## src/rtl/axis_mon_pkg.sv

```systemverilog
package axis_mon_pkg;
  localparam int CAUSE_W = 2;
  localparam int NUM_CNT = 4;
  // counter slots
  localparam int CNT_XFER    = 0;
  localparam int CNT_BP      = 1;
  localparam int CNT_THR     = 2;
  localparam int CNT_RETRACT = 3;

  typedef struct packed {
    logic clr;
    logic xfer;
    logic bpStall;
    logic thrStall;
    logic retract;
  } monStrobeT;
endpackage

```

## src/rtl/axis_mon_satcnt.sv

```systemverilog
module axis_mon_satcnt #(
  parameter int CNT_W = 16
) (
  input  logic             clk,
  input  logic             rstN,
  input  logic             clr,
  input  logic             inc,
  output logic [CNT_W-1:0] value
);
  localparam logic [CNT_W-1:0] MAX_VAL = '1;

  always_ff @(posedge clk or negedge rstN) begin
    if (!rstN)                        value <= '0;
    else if (clr)                     value <= '0;
    else if (inc && value != MAX_VAL) value <= value + 1'b1;
  end
endmodule

```

## src/rtl/axis_mon_datapath.sv

```systemverilog
module axis_mon_datapath
  import axis_mon_pkg::*;
#(
  parameter int DATA_W = 32,
  parameter int CNT_W  = 16
) (
  input  logic                           clk,
  input  logic                           rstN,
  input  logic [DATA_W-1:0]              tData,
  input  monStrobeT                      strobes,
  output logic                           dataDiff,
  output logic [NUM_CNT-1:0][CNT_W-1:0]  cntVals
);
  logic [DATA_W-1:0]  prevData;
  logic [NUM_CNT-1:0] incVec;

  always_ff @(posedge clk or negedge rstN) begin
    if (!rstN) prevData <= '0;
    else       prevData <= tData;
  end

  assign dataDiff = (tData != prevData);

  always_comb begin
    incVec              = '0;
    incVec[CNT_XFER]    = strobes.xfer;
    incVec[CNT_BP]      = strobes.bpStall;
    incVec[CNT_THR]     = strobes.thrStall;
    incVec[CNT_RETRACT] = strobes.retract;
  end

  for (genvar i = 0; i < NUM_CNT; i++) begin : g_cnt
    axis_mon_satcnt #(.CNT_W(CNT_W)) u_cnt (
      .clk  (clk),
      .rstN (rstN),
      .clr  (strobes.clr),
      .inc  (incVec[i]),
      .value(cntVals[i])
    );
  end
endmodule

```

## src/rtl/axis_mon_ctrl.sv

```systemverilog
module axis_mon_ctrl
  import axis_mon_pkg::*;
(
  input  logic               clk,
  input  logic               rstN,
  input  logic               clear,
  input  logic               tValid,
  input  logic               tReady,
  input  logic               dataDiff,
  output monStrobeT          strobes,
  output logic               errPulse,
  output logic [CAUSE_W-1:0] errCause,
  output logic               errSticky
);
  logic prevValid, prevReady;
  logic stallPrev, waitPrev;
  logic validDrop, dataChange;

  always_ff @(posedge clk or negedge rstN) begin
    if (!rstN) begin
      prevValid <= 1'b0;
      prevReady <= 1'b0;
    end else begin
      prevValid <= tValid;
      prevReady <= tReady;
    end
  end

  assign stallPrev  = prevValid & ~prevReady;
  assign waitPrev   = ~prevValid & prevReady;
  assign validDrop  = stallPrev & ~tValid;
  assign dataChange = stallPrev & dataDiff;

  always_comb begin
    strobes.clr      = clear;
    strobes.xfer     = tValid & tReady;
    strobes.bpStall  = tValid & ~tReady;
    strobes.thrStall = ~tValid & tReady;
    strobes.retract  = waitPrev & ~tReady;
  end

  always_ff @(posedge clk or negedge rstN) begin
    if (!rstN) begin
      errPulse  <= 1'b0;
      errCause  <= '0;
      errSticky <= 1'b0;
    end else if (clear) begin
      errPulse  <= 1'b0;
      errCause  <= '0;
      errSticky <= 1'b0;
    end else begin
      errPulse  <= validDrop | dataChange;
      errCause  <= {dataChange, validDrop};
      if (validDrop | dataChange) errSticky <= 1'b1;
    end
  end
endmodule

```

## src/rtl/axis_hs_monitor.sv

```systemverilog
module axis_hs_monitor
  import axis_mon_pkg::*;
#(
  parameter int DATA_W = 32,
  parameter int CNT_W  = 16
) (
  input  logic              clk,
  input  logic              rstN,
  input  logic              clear,
  input  logic              tValid,
  input  logic              tReady,
  input  logic [DATA_W-1:0] tData,
  output logic              errSticky,
  output logic              errPulse,
  output logic [1:0]        errCause,
  output logic [CNT_W-1:0]  xferCount,
  output logic [CNT_W-1:0]  bpStallCount,
  output logic [CNT_W-1:0]  thrStallCount,
  output logic [CNT_W-1:0]  retractCount
);
  monStrobeT                     strobes;
  logic                          dataDiff;
  logic [NUM_CNT-1:0][CNT_W-1:0] cntVals;

  axis_mon_ctrl u_ctrl (
    .clk      (clk),
    .rstN     (rstN),
    .clear    (clear),
    .tValid   (tValid),
    .tReady   (tReady),
    .dataDiff (dataDiff),
    .strobes  (strobes),
    .errPulse (errPulse),
    .errCause (errCause),
    .errSticky(errSticky)
  );

  axis_mon_datapath #(.DATA_W(DATA_W), .CNT_W(CNT_W)) u_dp (
    .clk     (clk),
    .rstN    (rstN),
    .tData   (tData),
    .strobes (strobes),
    .dataDiff(dataDiff),
    .cntVals (cntVals)
  );

  assign xferCount     = cntVals[CNT_XFER];
  assign bpStallCount  = cntVals[CNT_BP];
  assign thrStallCount = cntVals[CNT_THR];
  assign retractCount  = cntVals[CNT_RETRACT];
endmodule

```

## config.mk

```make
export PLATFORM = sky130hd
export DESIGN_NAME = axis_hs_monitor
export DESIGN_NICKNAME = d
export VERILOG_FILES = /design/src/rtl/axis_mon_pkg.sv /design/src/rtl/axis_mon_satcnt.sv /design/src/rtl/axis_mon_datapath.sv /design/src/rtl/axis_mon_ctrl.sv /design/src/rtl/axis_hs_monitor.sv
export SDC_FILE = /design/constraint.sdc
export NUM_CORES = 1
export LEC_CHECK = 0
export ABC_AREA = 1
export BUFFER_PORTS_ARGS = -buffer_cell sky130_fd_sc_hd__buf_4
export CAP_MARGIN = 10
export CORE_AREA = 2 2 139 141
export CTS_CLUSTER_SIZE = 16
export DETAILED_ROUTE_END_ITERATION = 10
export DIE_AREA = 0 0 141 143
export PLACE_DENSITY = 0.59
export SLEW_MARGIN = 25
export SYNTH_ARGS = -nofsm -noshare
export SYNTH_HDL_FRONTEND = slang
export SYNTH_SLANG_ARGS = --single-unit
```

## constraint.sdc

```tcl
create_clock -name clk -period 2.45 [get_ports clk]
set_input_delay 0.1225 -clock clk [delete_from_list [all_inputs] [get_ports clk]]
set_output_delay 0.1225 -clock clk [all_outputs]
set_load 0.01 [all_outputs]
```

== Word level (Yosys, flattened, before mapping) ==
Index checks and enable logic that the tools add are counted.

* Add/sub/neg operators: 4
* Eq/ne operators: 5
* Multiplexer cells: 12
* Bitwise logic cells: 13
* Reductions and logical operators: 9

{| class="wikitable"
|+ Operators with widths
! operator !! count
|-
| $mux 16 || 8
|-
| $add 16x1->16 const B || 4
|-
| $ne 16x16->1 const B || 4
|-
| $ne 32x32->1 || 1
|-
| $reduce_bool 2->1 || 5
|-
| $and 1x1->1 || 8
|-
| $logic_and 1x1->1 || 4
|-
| $not 1->1 || 4
|-
| $mux 1 || 3
|-
| $mux 2 || 1
|-
| $or 1x1->1 || 1
|}

* Register bits after elaboration: 102
* Input port bits: 37

== Logic depth before layout (Yosys ltp) ==
* Depth after elaboration: 6
* Depth in mapped cells: 10
* Depth with buffers taken out: 10

== Hierarchy ==
From an unflattened synthesis, not the netlist that was laid out.

* Cells, all modules: 722
* Area, all modules: 5644.2 µm²

{| class="wikitable"
|+ Modules (own cells, without submodules)
! module !! instances !! cells an instance !! area an instance (µm²) !! sequential area each (µm²)
|-
| axis_mon_satcnt || 4 || 144 || 1037.2 || 400.4
|-
| axis_mon_datapath || 1 || 119 || 1257.5 || 800.8
|-
| axis_mon_ctrl || 1 || 27 || 237.7 || 150.1
|}

== Worst setup path after synthesis ==
Ideal clock, no wire load.

* Path type: register to register
* From: register u_dp.g_cnt[0].u_cnt.value[0]
* To: register u_dp.g_cnt[0].u_cnt.value[12]
* Setup time: 0.126 ns
* Data arrival time: 1.533 ns
* Data required time: 2.324 ns
* Setup slack: 0.791 ns
* Stages on the path, launching flop included: 11
* Path buffers: 1
* Clock period less this slack: 1.659 ns
* Cell sequence: dfrtp_1 > ha_1 > nand3_1 > inv_1 > nand2_2 > nor2_4 > o21ai_4 > inv_4 > buf_4 > nand2_1 > o21ai_0

* Word-level cells in the longest chain between the ends: 3
* Elaborated cells between the ends (all ways): 6

{| class="wikitable"
|+ RTL lines
! element !! line !! text
|-
| start, declared || axis_mon_satcnt.sv:8 || <nowiki>output logic [CNT_W-1:0] value</nowiki>
|-
| start signal, assigned || axis_mon_satcnt.sv:15 || <nowiki>else if (inc && value != MAX_VAL) value <= value + 1'b1;</nowiki>
|-
| $add 16x1->16 or $ne 16x16->1 (tied branches) || axis_mon_satcnt.sv:15 ||
|-
| $mux 16 or $logic_and 1x1->1 (tied branches) || axis_mon_satcnt.sv:15 ||
|-
| $mux 16 or $reduce_bool 2->1 (tied branches) || -- ||
|}

Parallel ways exist; a longest one is shown, timed or not. The select of a mux whose other input is x is not followed.
A chain may end at the register's enable or synchronous reset.

== Final worst setup path ==
* From: register u_dp.g_cnt[2].u_cnt.value[0]
* To: register u_dp.g_cnt[2].u_cnt.value[10]

* Word-level cells in the longest chain between the ends: 3
* Elaborated cells between the ends (all ways): 6

{| class="wikitable"
|+ RTL lines
! element !! line
|-
| start, declared || axis_mon_satcnt.sv:8
|-
| start signal, assigned || axis_mon_satcnt.sv:15
|-
| $add 16x1->16 or $ne 16x16->1 (tied branches) || axis_mon_satcnt.sv:15
|-
| $mux 16 or $logic_and 1x1->1 (tied branches) || axis_mon_satcnt.sv:15
|-
| $mux 16 or $reduce_bool 2->1 (tied branches) || --
|}

Parallel ways exist; a longest one is shown, timed or not. The select of a mux whose other input is x is not followed.

==> impl_results.md <==
- Critical Path End Type: register
- Sequential share of power: 46.6%
- Final Max Slew Viols: 0
- Worst Hold Path EP: u_dp.g_cnt[3].u_cnt.value[3]
- Die Height: 143 µm
- Net count of the mapped netlist: 754
- Register-to-register setup slack: 0.41 ns
- Filler Cells Inserted: 1929
- Total area of sequential cells: 2552 µm²
- Min Clock Period, post-route: 2.045 ns
- Run status: completed
- Average cell area after synthesis: 7.767 µm²
- Final Wtd Congestion: 0.8245
- Logic pwr share: 8.8%
- Number of DRC violations after detailed routing: 0
- Post-CTS setup buffer count: 0
- Post-CTS Hold Buffers: 35
- Antenna Violating Nets Remaining: 0
- Most frequent cells in the layout: nand2_1, buf_4, dfrtp_1
- Starting density of the core: 29.80%
- HPWL Detailed: 9911 µm
- Number of placed I/O pins: 105
- Total number of nets in the final design: 893
- Core Footprint: 18580 µm²
- First-pass DRT Iterations: 6
- Number of placement rows: 50
- Tightest Pin Transition: 0.7971 ns
- Total wirelength of the detailed-routed design: 14330 µm
- Unrepaired setup endpoints after global routing: no
- Yosys warns: 0
- Worst relative slew slack: 46.86%
- Synthesized netlist cell count: 713
- Net switching power of the design: 848.6 µW
- Clock Root Buffer: clkbuf_16
- I/O Buffers: 104
- Initial antenna violation count: 0
- Number of distinct standard cells referenced by the synthesized netlist: 32
- Maximum vdd drop: 0.3410 mV
- Total GRT Usage: 14.62%
- Endpoints failing setup: 0
- Average detailed-routed wire length per instance: 13.13 µm
- Post-detailed-placement cell area: 6570 µm²
- Worst hold path depth: 4
- Part of the total power dissipated in the clock network: 44.6%
- Worst path arrival time: 2.32 ns
- Max clock buf depth: 2
- FF-to-FF Start: u_dp.g_cnt[2].u_cnt.value[0]
- Maximum operating frequency: 489.0 MHz
- Static leakage: 3.443 nW
- Clk_skew: 0.008598 ns
- Count of state elements after synthesis: 102
- Later-pin clock latency in the skew report: 0.35 ns
- Total Die Area: 20160 µm²
- Width of the chip: 141 µm
- Final Instance Area: 7269 µm²
- Hold path start: clear
- Detailed router's first-iteration violation count: 145
- Post-CTS sizing: 0
- Clock-pin slew on the worst setup and hold paths: 0.07 ns
- Area of the multi-input gates: 2661 µm²
- Number of max-cap violations: 0
- Count of endpoints failing hold in the final timing report: 0
- Tightest Hold Check Type: in2reg
- Power per unit of standard cell area: 515.6 nW/µm²
- Fraction of power spent switching nets: 22.64%
- Fraction of layout instances using a drive strength above 1: 17.39%
- Total inserted antenna cells: 0
- TritonCTS clock tree: built
- Number of clock sinks: 102
- Setup tns final: 0 ns
- Global-route wire length before repair: 23620 µm
- Critical path launch point type: register
- Via Count: 4985
- Number of cells on the worst reg-to-reg path: 8
- Area grow syn2layout: 31.27%
- Most frequent standard cell in the layout excluding fill and tap cells: nand2_1
- Classification of the worst setup path: reg2reg
- Cts bufs inserted: 9
- Critical path fanouts, max: 17
- Destination of the worst register-to-register timing path: u_dp.g_cnt[2].u_cnt.value[10]
- CTS HTree Levels: 3
- Final critical-path share of the clock period: 83.46%
- Largest net degree at the start of global routing: 59
- Internal power of the cells: 2.900 mW
- Share of the yosys chip area belonging to registers: 46.09%
- Required time of the critical path: 2.73 ns
- Overall overflow remaining after global route: 0
- Via-per-instance ratio: 4.569
- Combined area of all synthesized cells: 5538 µm²
- Via count of the first global-routing pass: 4746
==> how the worst max path moves through the flow <==
stage,from,to,slack [ns],cells after the start
2_1_floorplan,u_dp.g_cnt[0].u_cnt.value[0],u_dp.g_cnt[0].u_cnt.value[12],0.79,10
3_3_place_gp,u_dp.g_cnt[2].u_cnt.value[0],u_dp.g_cnt[2].u_cnt.value[9],0.50,8
3_5_place_dp,u_dp.g_cnt[2].u_cnt.value[0],u_dp.g_cnt[2].u_cnt.value[10],0.45,8
4_1_cts,u_dp.g_cnt[2].u_cnt.value[0],u_dp.g_cnt[2].u_cnt.value[10],0.41,8
5_1_grt,u_dp.g_cnt[2].u_cnt.value[0],u_dp.g_cnt[2].u_cnt.value[10],0.23,8
6_report,u_dp.g_cnt[2].u_cnt.value[0],u_dp.g_cnt[2].u_cnt.value[10],0.41,8
==> per-stage QoR <==
stage / worst slack (ns) / total power, mW / util, % / hold WS (ns) / std cells
after detailed placement: 0.4487 / 2.069 / 35.36 / 0.2481 / 1040
after floorplan: 0.7910 / 1.920 / - / -0.1731 / 713
after CTS: 0.4074 / 3.835 / 39.12 / 0.2332 / 1091
after global placement: 0.5042 / 2.066 / 35.36 / 0.2470 / 1040
after global routing: 0.2277 / 3.935 / 39.12 / 0.2633 / 1091
final: 0.4051 / 3.748 / 39.12 / 0.2518 / 1091
==> area by class of cell <==
| cell class | count | share of cell area (%) |
|---|---|---|
| clock buffers | 11 | 3.339 |
| clock inverters | 5 | 1.463 |
| inverters | 62 | 3.236 |
| multi-input cells | 535 | 36.61 |
| flip-flops and latches | 102 | 35.11 |
| well taps | 234 | 4.028 |
| repair buffers | 142 | 16.21 |
==> cell families (layout without fill, tap and decap cells) <==
kind of cell	after synthesis	in the layout	share of synthesized area, %
AO/OA/AOI/OAI	26	26	3.073
XOR/XNOR	47	47	7.433
adder cells (fa/ha/maj)	4	4	0.9038
buffers and inverters	76	220	5.852
flip-flops	102	102	46.09
AND/OR/NAND/NOR	458	458	36.65
==> routing by layer <==
| metal | track usage, % | wire (µm) | share of wire [%] | vias to the layer above |
|---|---|---|---|---|
| li1 | - | - | - | 2553 |
| met1 | 19.41 | 6889 | 48 | 2322 |
| met2 | 24.57 | 6741 | 47 | 101 |
| met3 | 3.555 | 560 | 3.9 | 9 |
| met4 | 2.737 | 133 | 0.93 | 0 |
| met5 | 0 | 0 | 0 | - |
==> power by group through the flow <==
| stage | Combinational [mW] | Clock, mW | Sequential, mW |
|---|---|---|---|
| CTS | 0.337 | 1.75 | 1.75 |
| global route | 0.370 | 1.81 | 1.75 |
| floorplan | 0.141 | 0 | 1.78 |
| finish | 0.330 | 1.67 | 1.75 |
| detailed placement | 0.290 | 0 | 1.78 |
| global placement | 0.289 | 0 | 1.78 |
==> registers in the layout, indices dropped and copies added (netlist names) <==
signal,count
u_dp.g_cnt.u_cnt.value,64
u_dp.prevData,32
u_ctrl.errCause,2
u_ctrl.errPulse,1
u_ctrl.errSticky,1
u_ctrl.prevReady,1
u_ctrl.prevValid,1
==> critical path: stages, from the launching register on <==
cell and delay [ns]:
dfrtp_1 0.45, ha_1 0.26, inv_1 0.11, nor2_4 0.15
nand2_1 0.07, o21a_1 0.42, nor2_8 0.34, nand2_1 0.09
nand2_1 0.08
==> synthesized netlist by cell type (all sizes together) <==
cell type / number / area share, %
or2: 4 / 0.45
nor2: 87 / 7.0
nand4: 38 / 4.3
buf: 11 / 1.4
o21a: 1 / 0.14
inv: 62 / 4.2
a21oi: 2 / 0.18
nor3: 20 / 1.9
xor2: 23 / 3.6
clkbuf: 3 / 0.20
o21bai: 6 / 0.81
nand3: 51 / 4.7
dfrtp: 102 / 46
nand3b: 10 / 1.4
nand2: 248 / 17
o21ai: 17 / 1.9
ha: 4 / 0.90
xnor2: 24 / 3.8
No activity file was read; power rests on OpenSTA's default activity.
